## config.mk

```make
export PLATFORM = sky130hd
export DESIGN_NAME = sgt_builder
export DESIGN_NICKNAME = d
export VERILOG_FILES = /design/src/rtl/sgt_pkg.sv /design/src/rtl/sgt_chunker.sv /design/src/rtl/sgt_desc_pack.sv /design/src/rtl/sgt_builder.sv
export SDC_FILE = /design/constraint.sdc
export NUM_CORES = 1
export LEC_CHECK = 0
export ABC_AREA = 1
export BUFFER_PORTS_ARGS = -buffer_cell sky130_fd_sc_hd__clkbuf_2
export CAP_MARGIN = 20
export CORE_UTILIZATION = 35
export CTS_CLUSTER_DIAMETER = 40
export CTS_CLUSTER_SIZE = 14
export DETAILED_ROUTE_END_ITERATION = 12
export PLACE_DENSITY_LB_ADDON = 0.25
export SLEW_MARGIN = 20
export SYNTH_ARGS = -nofsm -noshare
export SYNTH_HDL_FRONTEND = slang
export SYNTH_SLANG_ARGS = --single-unit
```

## constraint.sdc

```tcl
create_clock -name clk -period 15.7 [get_ports clk]
set_input_delay 1.57 -clock clk [delete_from_list [all_inputs] [get_ports clk]]
set_output_delay 1.57 -clock clk [all_outputs]
set_load 0.005 [all_outputs]
```

## src/rtl/sgt_pkg.sv

```systemverilog
package sgt_pkg;
    localparam int CHUNK_MAX = 65532;
    localparam int LEN_W     = 16;
    localparam int DESC_W    = 128;

    typedef enum logic {ST_IDLE, ST_EMIT} sgt_state_t;

    typedef struct packed {
        logic [31:0] pad;
        logic [31:0] addr_hi;
        logic [31:0] addr_lo;
        logic [15:0] len;
        logic [7:0]  rsvd;
        logic [7:0]  attr;
    } sgt_desc_t;

    function automatic logic [7:0] sgt_attr(input logic last);
        logic [7:0] a;
        a = 8'h21;
        if (last) a = a | 8'h02;
        return a;
    endfunction
endpackage

```

## src/rtl/sgt_chunker.sv

```systemverilog
module sgt_chunker #(
    parameter int ADDR_W = 64,
    parameter int TOT_W  = 32,
    parameter int SLOT_W = 17,
    parameter int CHUNK  = 65532,
    parameter int LEN_W  = 16
) (
    input  logic              clk,
    input  logic              rst,
    input  logic              load,
    input  logic [TOT_W-1:0]  total,
    input  logic [ADDR_W-1:0] base,
    input  logic              advance,
    output logic [ADDR_W-1:0] addr,
    output logic [SLOT_W-1:0] slot,
    output logic [LEN_W-1:0]  cur_len,
    output logic              is_last
);
    localparam logic [TOT_W-1:0]  CHUNK_T = TOT_W'(CHUNK);
    localparam logic [ADDR_W-1:0] CHUNK_A = ADDR_W'(CHUNK);

    logic [TOT_W-1:0] remaining;

    always_ff @(posedge clk) begin
        if (rst) begin
            remaining <= '0;
            addr      <= '0;
            slot      <= '0;
        end else if (load) begin
            remaining <= total;
            addr      <= base;
            slot      <= '0;
        end else if (advance) begin
            remaining <= remaining - CHUNK_T;
            addr      <= addr + CHUNK_A;
            slot      <= slot + 1'b1;
        end
    end

    always_comb begin
        is_last = (remaining <= CHUNK_T);
        cur_len = is_last ? remaining[LEN_W-1:0] : LEN_W'(CHUNK);
    end
endmodule

```

## src/rtl/sgt_desc_pack.sv

```systemverilog
module sgt_desc_pack
    import sgt_pkg::*;
#(
    parameter int ADDR_W = 64,
    parameter int SLOT_W = 17
) (
    input  logic [ADDR_W-1:0] addr,
    input  logic [LEN_W-1:0]  len,
    input  logic              last,
    input  logic              wide,
    input  logic [SLOT_W-1:0] slot,
    output sgt_desc_t         desc,
    output logic [SLOT_W+3:0] offset
);
    always_comb begin
        desc         = '0;
        desc.attr    = sgt_attr(last);
        desc.len     = len;
        desc.addr_lo = addr[31:0];
        desc.addr_hi = wide ? addr[63:32] : 32'h0;
        offset       = wide ? {slot, 4'b0000} : {1'b0, slot, 3'b000};
    end
endmodule

```

## src/rtl/sgt_builder.sv

```systemverilog
module sgt_builder
    import sgt_pkg::*;
#(
    parameter int BSZ_W  = 16,
    parameter int BCNT_W = 16,
    parameter int ADDR_W = 64,
    localparam int TOT_W  = BSZ_W + BCNT_W,
    localparam int SLOT_W = TOT_W - 15,
    localparam int OFF_W  = SLOT_W + 4
) (
    input  logic              clk,
    input  logic              rst,
    input  logic              start,
    input  logic [BSZ_W-1:0]  blk_size,
    input  logic [BCNT_W-1:0] blk_count,
    input  logic [ADDR_W-1:0] base_addr,
    input  logic              mode64,
    output logic              busy,
    output logic              done,
    output logic              err_zero,
    output logic [SLOT_W-1:0] desc_cnt,
    output logic              wr_valid,
    input  logic              wr_ready,
    output logic [SLOT_W-1:0] wr_slot,
    output logic [OFF_W-1:0]  wr_offset,
    output logic [DESC_W-1:0] wr_data
);
    sgt_state_t        st;
    logic              wide_q;
    logic [TOT_W-1:0]  req_total;
    logic              load, advance, last;
    logic [ADDR_W-1:0] cur_addr;
    logic [LEN_W-1:0]  cur_len;
    sgt_desc_t         desc;

    assign req_total = TOT_W'(blk_size) * TOT_W'(blk_count);
    assign load      = (st == ST_IDLE) && start && (req_total != '0);
    assign advance   = (st == ST_EMIT) && wr_ready && !last;
    assign busy      = (st == ST_EMIT);
    assign wr_valid  = (st == ST_EMIT);
    assign wr_data   = desc;

    sgt_chunker #(.ADDR_W(ADDR_W), .TOT_W(TOT_W), .SLOT_W(SLOT_W),
                  .CHUNK(CHUNK_MAX), .LEN_W(LEN_W)) u_chunk (
        .clk(clk), .rst(rst), .load(load), .total(req_total),
        .base(base_addr), .advance(advance), .addr(cur_addr),
        .slot(wr_slot), .cur_len(cur_len), .is_last(last)
    );

    sgt_desc_pack #(.ADDR_W(ADDR_W), .SLOT_W(SLOT_W)) u_pack (
        .addr(cur_addr), .len(cur_len), .last(last), .wide(wide_q),
        .slot(wr_slot), .desc(desc), .offset(wr_offset)
    );

    always_ff @(posedge clk) begin
        if (rst) begin
            st       <= ST_IDLE;
            wide_q   <= 1'b0;
            done     <= 1'b0;
            err_zero <= 1'b0;
            desc_cnt <= '0;
        end else begin
            done <= 1'b0;
            case (st)
                ST_IDLE: if (start) begin
                    wide_q <= mode64;
                    if (req_total == '0) begin
                        done     <= 1'b1;
                        err_zero <= 1'b1;
                        desc_cnt <= '0;
                    end else begin
                        err_zero <= 1'b0;
                        st       <= ST_EMIT;
                    end
                end
                ST_EMIT: if (wr_ready && last) begin
                    st       <= ST_IDLE;
                    done     <= 1'b1;
                    desc_cnt <= wr_slot + 1'b1;
                end
                default: st <= ST_IDLE;
            endcase
        end
    end

    // attribute byte and reserved byte
    a_r4_attr_bits: assert property (@(posedge clk) disable iff (rst)
        wr_valid |-> (wr_data[15:8] == 8'h00 && wr_data[0] && wr_data[5] && !wr_data[4]));
    // non-final entries carry the full chunk
    a_r2_full_chunk: assert property (@(posedge clk) disable iff (rst)
        (wr_valid && !wr_data[1]) |-> (wr_data[31:16] == LEN_W'(CHUNK_MAX)));
    // final entry length nonzero
    a_r2_last_nonzero: assert property (@(posedge clk) disable iff (rst)
        (wr_valid && wr_data[1]) |-> (wr_data[31:16] != '0));
    // slot steps by one after an accepted non-final entry
    a_r5_slot_step: assert property (@(posedge clk) disable iff (rst)
        (wr_valid && wr_ready && !wr_data[1]) |=> (wr_valid && wr_slot == $past(wr_slot) + 1'b1));
    // back-pressure holds the write
    a_r8_hold: assert property (@(posedge clk) disable iff (rst)
        (wr_valid && !wr_ready) |=> (wr_valid && $stable(wr_data) && $stable(wr_slot) && $stable(wr_offset)));
    // completion never overlaps activity
    a_r10_done_idle: assert property (@(posedge clk) disable iff (rst)
        done |-> (!busy && !wr_valid));
    // errored completion reports no descriptors
    a_r6_zero_cnt: assert property (@(posedge clk) disable iff (rst)
        (done && err_zero) |-> (desc_cnt == '0));
    // narrow mode leaves the upper half empty
    a_r3_narrow_upper: assert property (@(posedge clk) disable iff (rst)
        (wr_valid && !wide_q) |-> (wr_data[127:64] == '0));
endmodule

```

==> run_results.csv <==
group,metric,value,unit
outcome,status,"finished clean",
worst_setup_path,end_kind,"flop",
worst_setup_path,path_common_cell,"fa_1",
power,seqPwrFrac,0.103,
layout,diodes,0,
yosys,ys_seq_elements,134,
sta,grt_setup_unrepaired,"no",
worst_setup_path,slowest_stage,"buf_4",
clocking,cts_buffers,17,
yosys,ys_types,42,
sta,finalSetupTns,0,ns
sta,setup_viol,0,
detailed_routing,drc_errors,0,
layout,multi_input_area,13500,um2
sta,maxSlewViolCount,0,
clocking,worst_skew_pair.late_latency,0.45,ns
power,p_leak,12.0,nW
layout,n_fill_cell,6118,
yosys,synth_warnings,0,
worst_setup_path,path_class,"primary input to flop",
sta,slew_headroom,0.279,
placement,dp_hpwl,43.9,mm
detailed_routing,via_per_inst,4.75,
detailed_routing,antenna_left,0,
layout,seq_area,2680,um2
detailed_routing,wl_per_cell,14.7,um
detailed_routing,wl_met3,2.41,mm
layout,fin_nets,3511,
clocking,cts_resized,0,
clocking,clk_pin_slew_worst_paths,0.06,ns
power,internal_power,1.83,mW
sta,hold_viol,0,
global_route,grt_pass1_vias,17600,
power,powerDensity,203,nW/um2
detailed_routing,wl_met1,26.3,mm
detailed_routing,routed-wl-met2,27.5,mm
clocking,root_buffer,"clkbuf_16",
flow_run,cap_violations,0,
placement,io_buffer_count,237,
yosys,synthFlopType,"dfxtp_1",
yosys,synth_top_area_share,0.199,
worst_setup_path,max_stage_delay,0.93,ns
layout,final_layout_size_suffix_gt1_frac,0.0983,
detailed_routing,dr.pass1.iters,6,
yosys,avgSynthCellArea,6.43,um2
power,clkPwrFrac,0.092,
yosys,async_reset_ff_frac,0,
yosys,synth.most_common_cell,"nand2_1",
floorplan,initial_core_util,0.354,
clocking,htreeDepth,4,
worst_setup_path,worst_setup_path_start_kind,"primary input",
yosys,netlist_area,19500,um2
power,max-vdd-ir-drop,0.190,mV
layout,layout.cells.non_filler,3870,
global_route,grtUsageTotal,0.205,
detailed_routing,vias,18400,
placement,dp.cells,3837,
placement,gp_congestion,0.912,
floorplan,die_w,238,um
detailed_routing,drtIter0Drc,1255,
power,netSwitchingFraction,0.573,
power,combinationalPowerShare,0.806,
floorplan,ios,288,
detailed_routing,totalWireLength,57.0,mm
global_route,antenna_found_initial,0,
yosys,synth_common_cells,"nand2_1 (969), inv_1 (580), nand3_1 (202)",
power,power,4.30,mW
clocking,cts_setup_buffers,0,
global_route,grt-ovfl-total,0,
floorplan,die_h,238,um
clocking,cts_tree,"built",
clocking,postCtsHoldBufs,0,
worst_setup_path,crit_fanout,107,
global_route,grt_max_degree,108,
yosys,synth_largest_area_cell,"fa_1",
sta,fin_skew,0.0130,ns
sta,finalCriticalPeriod,8.67,ns
yosys,synth_edf_count,0,
sta,holdWs,0.472,ns
yosys,synth_cells,3028,
sta,fmax,115,MHz
yosys,seq_area_frac_synth,0.138,
floorplan,die_area,56600,um2
detailed_routing,highest_layer,"met4",
power,switching_power,2.46,mW
sta,fin_crit_sh,0.552,
clocking,clock-sinks,134,
yosys,synth_area_leaders,"fa_1 (20%), nand2_1 (19%), dfxtp_1 (14%), inv_1 (11%), ha_1 (6.9%)",
global_route,grt_pass1_wl,93.0,mm
floorplan,std_cell_rows,86,
floorplan,coreArea,55000,um2
worst_setup_path,critPathArrivalTime,9.03,ns
sta,worstMarginPinSlew,1.08,ns
min_path,hp-class,"flop to flop",
layout,syn2layout_area_growth,8.58,%
worst_setup_path,crit_required,16.07,ns
clocking,clockBufferDepth,2,
## layer usage
| metal | global-route usage | vias up |
|---|---|---|
| met5 | 0 | - |
| met4 | 0.0442 | 0 |
| met3 | 0.0233 | 55 |
| met2 | 0.349 | 401 |
| met1 | 0.277 | 8760 |
| li1 | - | 9148 |
## worst max-delay path: cells and delay by family
family	cells	cell delay, ns
simple gates	14	2.31
fa+ha+maj	7	3.42
buf+inv	5	1.46
compound gates	1	0.20
## cell usage in the layout (no fill, tap or decap), types with 4 or more instances in the layout
master	n
nand2_1	968
nand3b_1	47
clkinv_2	4
ha_1	107
xor2_1	68
fa_1	194
nor4_1	15
or2_2	11
nand4_1	48
nand3_1	202
inv_2	6
a21oi_1	126
clkbuf_16	17
conb_1	50
nor3_1	37
xnor2_1	18
inv_1	579
dfxtp_1	133
o21ai_0	32
clkbuf_2	237
clkinv_4	4
buf_4	8
nor2_1	170
## metrics by stage
stage,instance area (um2),util,worst slack (ns)
5_1_grt,21100,0.384,6.49
6_report,21100,0.384,7.03
3_5_place_dp,20600,0.374,6.62
3_3_place_gp,20600,0.374,6.69
4_1_cts,21100,0.384,7.08
2_1_floorplan,19700,-,8.44
## worst paths after layout
check	from	end	slack (ns)	depth (start not counted)
max	blk_size[9]	u_chunk.addr[26]	7.03	27
min	u_chunk.remaining[0]	u_chunk.remaining[0]	0.47	2
max reg2reg	u_chunk.remaining[2]	u_chunk.addr[12]	11.05	15
min reg2reg	u_chunk.remaining[0]	u_chunk.remaining[0]	0.47	2
## power by group through the flow
stage	clock, mW	combinational [mW]	sequential (mW)
after global routing	0.416	4.01	0.447
after CTS	0.401	3.49	0.441
after global placement	0	3.46	0.450
after floorplan	0	2.61	0.425
after detailed placement	0	3.46	0.449
final	0.394	3.46	0.441
## layout make-up
class / count / area share
Tap cell: 748 / 0.0443
Timing Repair Buffer: 246 / 0.0602
Sequential cell: 134 / 0.127
Inverter: 588 / 0.104
Clock inverter: 11 / 0.00485
Clock buffer: 21 / 0.0218
Multi-Input combinational cell: 2122 / 0.637
## flip-flops by register name (all words and copies together) (netlist names)
name and cells:
done 1, busy 1, wide_q 1, u_chunk.addr 64, u_chunk.remaining 32, desc_cnt 17, u_chunk.slot 17, err_zero 1
## kinds of logic (layout without fill, tap and decap cells)
| family | count (synthesis) | count (layout) | share of synthesized area |
|---|---|---|---|
| AO/OA/AOI/OAI | 172 | 172 | 0.0461 |
| XOR/XNOR | 86 | 86 | 0.0387 |
| adder cells (fa/ha/maj) | 301 | 301 | 0.268 |
| buffers and inverters | 820 | 866 | 0.180 |
| flip-flops | 134 | 134 | 0.138 |
| other | 2 | 50 | 0.000386 |
| AND/OR/NAND/NOR | 1513 | 1513 | 0.329 |
Note: power is estimated with default switching activity, not from simulation.
